**src/rtl/lps_sleep_pkg.sv**
```systemverilog
package lps_sleep_pkg;

    typedef enum logic [1:0] {
        ST_NORMAL       = 2'd0,
        ST_SLEEP_REQ    = 2'd1,
        ST_SLEEP_SILENT = 2'd2,
        ST_SLEEP_FAIL   = 2'd3
    } slp_state_t;

endpackage

```
**src/rtl/lps_us_tick.sv**
```systemverilog
module lps_us_tick #(
    parameter int CLK_PER_US = 50
) (
    input  logic clk,
    input  logic rst,
    input  logic restart,
    input  logic run,
    output logic tick
);
    localparam int DIV_W = (CLK_PER_US > 1) ? $clog2(CLK_PER_US) : 1;
    localparam logic [DIV_W-1:0] DIV_LAST = DIV_W'(CLK_PER_US - 1);

    logic [DIV_W-1:0] div_q;

    always_ff @(posedge clk) begin
        if (rst || restart) begin
            div_q <= '0;
        end else if (run) begin
            if (div_q == DIV_LAST) begin
                div_q <= '0;
            end else begin
                div_q <= div_q + 1'b1;
            end
        end
    end

    assign tick = run && (div_q == DIV_LAST);

endmodule

```
**src/rtl/lps_req_timer.sv**
```systemverilog
module lps_req_timer #(
    parameter int TMR_W = 16
) (
    input  logic             clk,
    input  logic             rst,
    input  logic             restart,
    input  logic             run,
    input  logic             tick,
    input  logic [TMR_W-1:0] limit,
    output logic             expire
);
    logic [TMR_W-1:0] cnt_q;
    logic [TMR_W:0]   next_cnt;

    assign next_cnt = {1'b0, cnt_q} + 1'b1;

    always_ff @(posedge clk) begin
        if (rst || restart) begin
            cnt_q <= '0;
        end else if (run && tick) begin
            cnt_q <= next_cnt[TMR_W-1:0];
        end
    end

    assign expire = run && tick && (next_cnt >= {1'b0, limit});

endmodule

```
**src/rtl/lps_irq_flag.sv**
```systemverilog
module lps_irq_flag (
    input  logic clk,
    input  logic rst,
    input  logic set_evt,
    input  logic clr_evt,
    output logic flag
);
    always_ff @(posedge clk) begin
        if (rst) begin
            flag <= 1'b0;
        end else if (set_evt) begin
            flag <= 1'b1;
        end else if (clr_evt) begin
            flag <= 1'b0;
        end
    end

endmodule

```
**src/rtl/lps_sleep_ctrl.sv**
```systemverilog
module lps_sleep_ctrl
    import lps_sleep_pkg::*;
#(
    parameter int CLK_PER_US  = 50,
    parameter int TMR_W       = 16,
    parameter int DEF_TIMEOUT = 16000
) (
    input  logic             clk,
    input  logic             rst,
    input  logic             sleep_cmd,
    input  logic             lps_rx,
    input  logic             wake,
    input  logic             fail_ack,
    input  logic             irq_clr,
    input  logic             cfg_wr,
    input  logic [TMR_W-1:0] cfg_timeout,
    output logic             lps_tx_req,
    output logic             in_normal,
    output logic             in_silent,
    output logic             in_fail,
    output logic             irq_lps
);
    localparam logic [TMR_W-1:0] TMO_RST = TMR_W'(DEF_TIMEOUT);

    slp_state_t       state_q, state_d;
    logic [TMR_W-1:0] tmo_q;
    logic             start_req;
    logic             in_req;
    logic             us_tick;
    logic             tmo_expire;

    always_ff @(posedge clk) begin
        if (rst) begin
            tmo_q <= TMO_RST;
        end else if (cfg_wr) begin
            tmo_q <= cfg_timeout;
        end
    end

    assign in_req    = (state_q == ST_SLEEP_REQ);
    assign start_req = (state_q == ST_NORMAL) && sleep_cmd;

    lps_us_tick #(
        .CLK_PER_US(CLK_PER_US)
    ) u_tick (
        .clk    (clk),
        .rst    (rst),
        .restart(start_req),
        .run    (in_req),
        .tick   (us_tick)
    );

    lps_req_timer #(
        .TMR_W(TMR_W)
    ) u_timer (
        .clk    (clk),
        .rst    (rst),
        .restart(start_req),
        .run    (in_req),
        .tick   (us_tick),
        .limit  (tmo_q),
        .expire (tmo_expire)
    );

    lps_irq_flag u_irq (
        .clk    (clk),
        .rst    (rst),
        .set_evt(lps_rx),
        .clr_evt(irq_clr),
        .flag   (irq_lps)
    );

    always_comb begin
        state_d = state_q;
        unique case (state_q)
            ST_NORMAL: begin
                if (sleep_cmd) state_d = ST_SLEEP_REQ;
            end
            ST_SLEEP_REQ: begin
                if (lps_rx)          state_d = ST_SLEEP_SILENT;
                else if (tmo_expire) state_d = ST_SLEEP_FAIL;
            end
            ST_SLEEP_SILENT: begin
                if (wake) state_d = ST_NORMAL;
            end
            ST_SLEEP_FAIL: begin
                if (fail_ack) state_d = ST_NORMAL;
            end
            default: state_d = ST_NORMAL;
        endcase
    end

    always_ff @(posedge clk) begin
        if (rst) begin
            state_q <= ST_NORMAL;
        end else begin
            state_q <= state_d;
        end
    end

    always_comb begin
        lps_tx_req = 1'b0;
        in_normal  = 1'b0;
        in_silent  = 1'b0;
        in_fail    = 1'b0;
        unique case (state_q)
            ST_NORMAL:       in_normal  = 1'b1;
            ST_SLEEP_REQ:    lps_tx_req = 1'b1;
            ST_SLEEP_SILENT: in_silent  = 1'b1;
            ST_SLEEP_FAIL:   in_fail    = 1'b1;
            default:         in_normal  = 1'b1;
        endcase
    end

endmodule


```
**config.mk**
```make
export PLATFORM = sky130hd
export DESIGN_NAME = lps_sleep_ctrl
export DESIGN_NICKNAME = d
export VERILOG_FILES = /design/src/rtl/lps_sleep_pkg.sv /design/src/rtl/lps_us_tick.sv /design/src/rtl/lps_req_timer.sv /design/src/rtl/lps_irq_flag.sv /design/src/rtl/lps_sleep_ctrl.sv
export SDC_FILE = /design/constraint.sdc
export NUM_CORES = 1
export LEC_CHECK = 0
export BUFFER_PORTS_ARGS = -buffer_cell sky130_fd_sc_hd__buf_4
export CAP_MARGIN = 25
export CORE_ASPECT_RATIO = 2
export CORE_MARGIN = 3
export CORE_UTILIZATION = 35
export CTS_CLUSTER_DIAMETER = 50
export DETAILED_ROUTE_END_ITERATION = 7
export HOLD_SLACK_MARGIN = 0.06
export PLACE_DENSITY_LB_ADDON = 0.05
export SYNTH_ARGS = -nofsm -noshare
export SYNTH_HDL_FRONTEND = slang
export SYNTH_HIERARCHICAL = 1
export SYNTH_SLANG_ARGS = --single-unit
```
**constraint.sdc**
```tcl
create_clock -name clk -period 5.42 [get_ports clk]
set_clock_uncertainty 0.05 [all_clocks]
set_input_delay 0.271 -clock clk [delete_from_list [all_inputs] [get_ports clk]]
set_output_delay 0.271 -clock clk [all_outputs]
set_load 0.03 [all_outputs]
```
* Word level (Yosys, flattened, before mapping)
Cells that the tools add are included.
Cells by class: $lt $le $gt $ge 1, reductions and logical operators 8, equality and inequality tests 8, mux-type cells 13, add/subtract/negate cells 2
Operators by type and width (number):
- adder 16 x 1 -> 17 bit, second input constant | 1
- >= comparator 17 x 16 -> 1 bit | 1
- two-way mux 2 bit | 5
- one-hot mux 2 bit (4 select lines) | 1
- adder 6 x 1 -> 6 bit, second input constant | 1
- == test 6 bit, second input constant | 1
- two-way mux 1 bit | 6
- two-way mux 6 bit | 1
- != test 2 bit, second input constant | 3
- == test 2 bit, second input constant | 2
- logical AND 1 bit | 4
- AND reduction 4 bit | 1
- != test 3 bit, second input constant | 1
- == test 2 x 1 -> 1 bit, second input constant | 1
- zero test 2 bit | 1
- nonzero test 2 bit | 1
- logical OR 1 bit | 1
Storage, ports and cells: word-level logic and storage cells 37, input port bits 24, output and inout port bits 5, register bits 41

* Logic depth before layout (Yosys ltp)
word-level depth 7, mapped depth 13, mapped depth without buffers 13

* Cells and area by module
Netlist, hierarchy kept.
Modules (own cells, without submodules):
- lps_req_timer | times used 1, cells each 163, sequential area each 320.3 µm², area each 1298.7 µm²
- lps_sleep_ctrl | times used 1, cells each 67, sequential area each 360.3 µm², area each 700.7 µm²
- lps_us_tick | times used 1, cells each 32, sequential area each 120.1 µm², area each 295.3 µm²
- lps_irq_flag | times used 1, cells each 4, sequential area each 20.0 µm², area each 38.8 µm²

* Least setup slack after synthesis
No wires, ideal clock.
path kind reg-to-reg, start point reg u_timer.cnt_q[7], end point reg state_q[1], period minus slack after synthesis 2.511 ns, path slack 2.909 ns, arrival time 2.387 ns, path buffers 1, data required time 5.296 ns, library setup time 0.074 ns, stages on the path, launching flop included 14, cells stage by stage dfxtp_1 > and4_4 > and3_1 > buf_4 > and3_1 > nand2_1 > xnor2_1 > ha_1 > nand3_1 > nor4_1 > a311oi_1 > a31oi_1 > o21ai_0 > a31oi_1
On the way: cells in the longest elaborated chain, start to end 5
Ends and longest elaborated chain:
- from (decl) | line lps_req_timer.sv:12 | logic [TMR_W-1:0] cnt_q;
- from (signal assigned) | line lps_req_timer.sv:21 | cnt_q <= next_cnt[TMR_W-1:0];
- adder 16 x 1 -> 17 bit | line lps_req_timer.sv:15 | assign next_cnt = {1'b0, cnt_q} + 1'b1;
- via u_timer.next_cnt[15] | line lps_req_timer.sv:13 | logic [TMR_W:0] next_cnt;
- >= comparator 17 x 16 -> 1 bit | line lps_req_timer.sv:25 | assign expire = run && tick && (next_cnt >= {1'b0, limit});
- logical AND 1 bit | line lps_req_timer.sv:25
- via tmo_expire | line lps_sleep_ctrl.sv:30 | logic tmo_expire;
- != test 3 bit (no line)
- AND reduction 4 bit (no line)
- to (signal assigned) | line lps_sleep_ctrl.sv:97 | state_q <= state_d;
- to (decl) | line lps_sleep_ctrl.sv:25 | slp_state_t state_q, state_d;
The timed path passes the listed nets, and every way through them passes these cells. A chain may end at the register's enable or synchronous reset.

* Worst setup path in the final report
Ends and elaborated chain as after synthesis.

==> impl_metrics.toml <==
[clock_network]
hold_buffers = 0
clkTransAtPathRegs_ns = 0.06
cts_buffers = 5
clk_path_buf_depth = 2
insertion_delay_ns = 0.29
cts_tree = "built"
post_cts_buffers = 0
htreeDepth = 2
cts_sinks = 41
cts.root.buffer_cell = "clkbuf_16"
cts_resized = 0

[synthesis]
ys_ff_latch = 41
ys_top_cells_by_area = "dfxtp_1, ha_1, xnor2_1, nor2_1, xor2_1"
async_reset_ff_frac = 0
seq_area_frac_synth = 0.352
ys_types = 47
synth_flop_cell = "dfxtp_1"
netlist.area_leader.share = 0.352
netlist_instances = 266
syn-cell-area_sq_mm = 0.00233
yosysWarnings = 6
postSynthAreaPerCell_sq_um = 8.77
yosys.area.top_type = "dfxtp_1"
synth-edff-count = 0
synth_nets = 309

[global_routing]
grt_max_degree = 23
grt.overflow.total = 0
grt_pass1_vias = 1904
grt.total_usage = 0.144
antenna_found_initial = 0
grt_pass1_wl_um = 8560

[pwr]
cellLeakagePower_nw = 1.17
swShare = 0.220
combPwrFrac = 0.091
cell_internal_pwr_mw = 0.573
clockPowerShare = 0.476
switchingPower_mw = 0.161
p_per_area_mw_per_mm2 = 267
peakVddDrop_mv = 0.210
seq_power_share = 0.433

[detailed_routing]
drt-wirelength-per-cell_um = 12.7
wl_um = 4790
drt_iter0_markers = 54
via_per_inst = 4.77
drc = 0
routed-via-count = 1804
first_pass_iters = 4
ant_nets = 0

[critical_path]
critPathRequiredTime_ns = 5.59
reg2reg_to = "state_q[1]"
cp.arrival_ns = 3.02
r2r_start = "u_timer/cnt_q[7]"
path_max_fanout = 6
critPathLaunchType = "flop"
crit_chain = "and4_4, and3_1, and3_1, nand2_1, xnor2_1, ha_1, nand3_1, nor4_1, a311oi_1, a31oi_1, o21ai_0, a31oi_1"
crit_type = "flop to flop"
cpPeakStageDelay_ns = 0.45
worst_path_max_delay_cell = "dfxtp_1"
end_kind = "flop"
r2r_slack_ns = 2.57
r2r_cells = 12

[worst_hold_path]
min_path_type = "input port to flop"
holdPathEnd = "tmo_q[9]"
worstHoldPathCells = 2
hp-start = "cfg_timeout[9]"

[sta]
rsz0062_at_grt = "no"
finalCriticalPeriod_ns = 2.85
setup_ws_ns = 2.57
setup_viol = 0
max_freq_mhz = 351
hold_violations = 0
final.setup.tns_ns = 0
drv_slew = 0
holdWs_ns = 0.141
post-route-period-util = 0.525
slew-limit-headroom = 0.646
worst_pin_slew_ns = 0.530

[layout]
num_antenna_cells = 0
area_growth_pct = 17.7
fin_nets = 334
drive_gt1_frac = 0.158
utilization = 0.428

[floorplan]
fp.dieH_um = 121
design.portCount = 29
core_area_sq_mm = 0.00641
die_width_um = 63.7
die_area_sq_mm = 0.00774
initial_core_util = 0.364
core.rowCount = 41

[placement]
routabilityCongestion = 0.765
portBuffers = 28
dpl.hpwl_um = 3810
dp_slack_ns = 2.56

[run_status]
outcome = "finished clean"

[run]
max_cap_violations = 0
==> flip-flops by register name, indices dropped and copies added (netlist names) <==
register,flops
tmo_q,16
u_tick/div_q,6
u_irq/flag,1
state_q,2
u_timer/cnt_q,16
==> Yosys cell counts (all sizes together) (2+ instances only) <==
cell,number
mux2i,11
and2,2
or3,5
ha,19
nand2,14
nand4,7
clkbuf,2
o21ai,7
and3,4
a21oi,12
a211o,6
nor2,36
dfxtp,41
inv,18
nand2b,2
xnor2,16
nor2b,9
buf,7
nand3,13
a31oi,4
nor3,3
xor2,13
==> through the flow <==
step                instances  instance area (sq um)  total power, mW
floorplan                 266                   2330            0.370
detailed placement        370                   2570            0.393
global placement          370                   2570            0.393
CTS                       378                   2750            0.751
finish                    378                   2750            0.734
global route              378                   2750            0.773
==> worst max-delay path: cells and delay by family, from the launching register on <==
family,cells,cell delay [ns]
compound gates,4,0.60
xor+xnor,1,0.14
fa+ha+maj,1,0.28
flops,1,0.45
simple gates,6,1.27
==> routing by layer <==
| layer | vias to the layer above | global-route usage | wire (um) |
|---|---|---|---|
| met1 | 824 | 0.142 | 1870 |
| met5 | - | 0 | 0 |
| li1 | 952 | - | - |
| met4 | 0 | 0.0731 | 114 |
| met2 | 23 | 0.271 | 2650 |
| met3 | 5 | 0.0334 | 154 |
==> power by group through the flow <==
stage	registers (mW)	clock network (mW)	logic, mW
5_1_grt	0.320	0.377	0.0757
4_1_cts	0.318	0.365	0.0684
3_5_place_dp	0.325	0	0.0682
3_3_place_gp	0.325	0	0.0680
6_report	0.318	0.349	0.0667
2_1_floorplan	0.324	0	0.0461
==> cell families after synthesis <==
logic type                 after synthesis  share of synthesized area
AOI/OAI and AO/OA                       35                     0.0987
xor gates and xnor gates                29                      0.109
adders and majority gates               19                      0.102
buffers and inverters                   28                     0.0633
DFF                                     41                      0.352
muxes                                   11                     0.0472
and+or+nand+nor                        103                      0.228
==> placed cells by master (no fill, tap or decap), drive strengths merged, types with 3 or more instances in the layout <==
master and instances:
xor2 13, a211o 6, dfxtp 41, clkbuf 6, buf 28, o21ai 7
nand2 14, nor3 3, nor2b 9, inv 18, nand4 7, ha 19
a21oi 12, and3 4, or3 5, mux2i 11, nor2 36, a31oi 4
xnor2 16, nand3 13
==> worst max-delay path by stage <==
stage	start	end	slack (ns)
floorplan	u_timer/cnt_q[7]	state_q[1]	2.91
global route	u_timer/cnt_q[8]	state_q[1]	2.25
CTS	u_timer/cnt_q[7]	state_q[1]	2.55
detailed placement	u_timer/cnt_q[7]	state_q[1]	2.56
global placement	u_timer/cnt_q[7]	state_q[1]	2.57
finish	u_timer/cnt_q[7]	state_q[1]	2.57
==> area by class of cell <==
type                       count  area, sq um
multi-input combinational    197         1370
fill                         671         3660
clock buffer                   6          139
tap                           86          108
clock inverter                 2         37.5
sequential                    41          821
timing repair buffer          28          210
inverter                      18         67.6
Note: power is estimated with default switching activity, not from simulation.
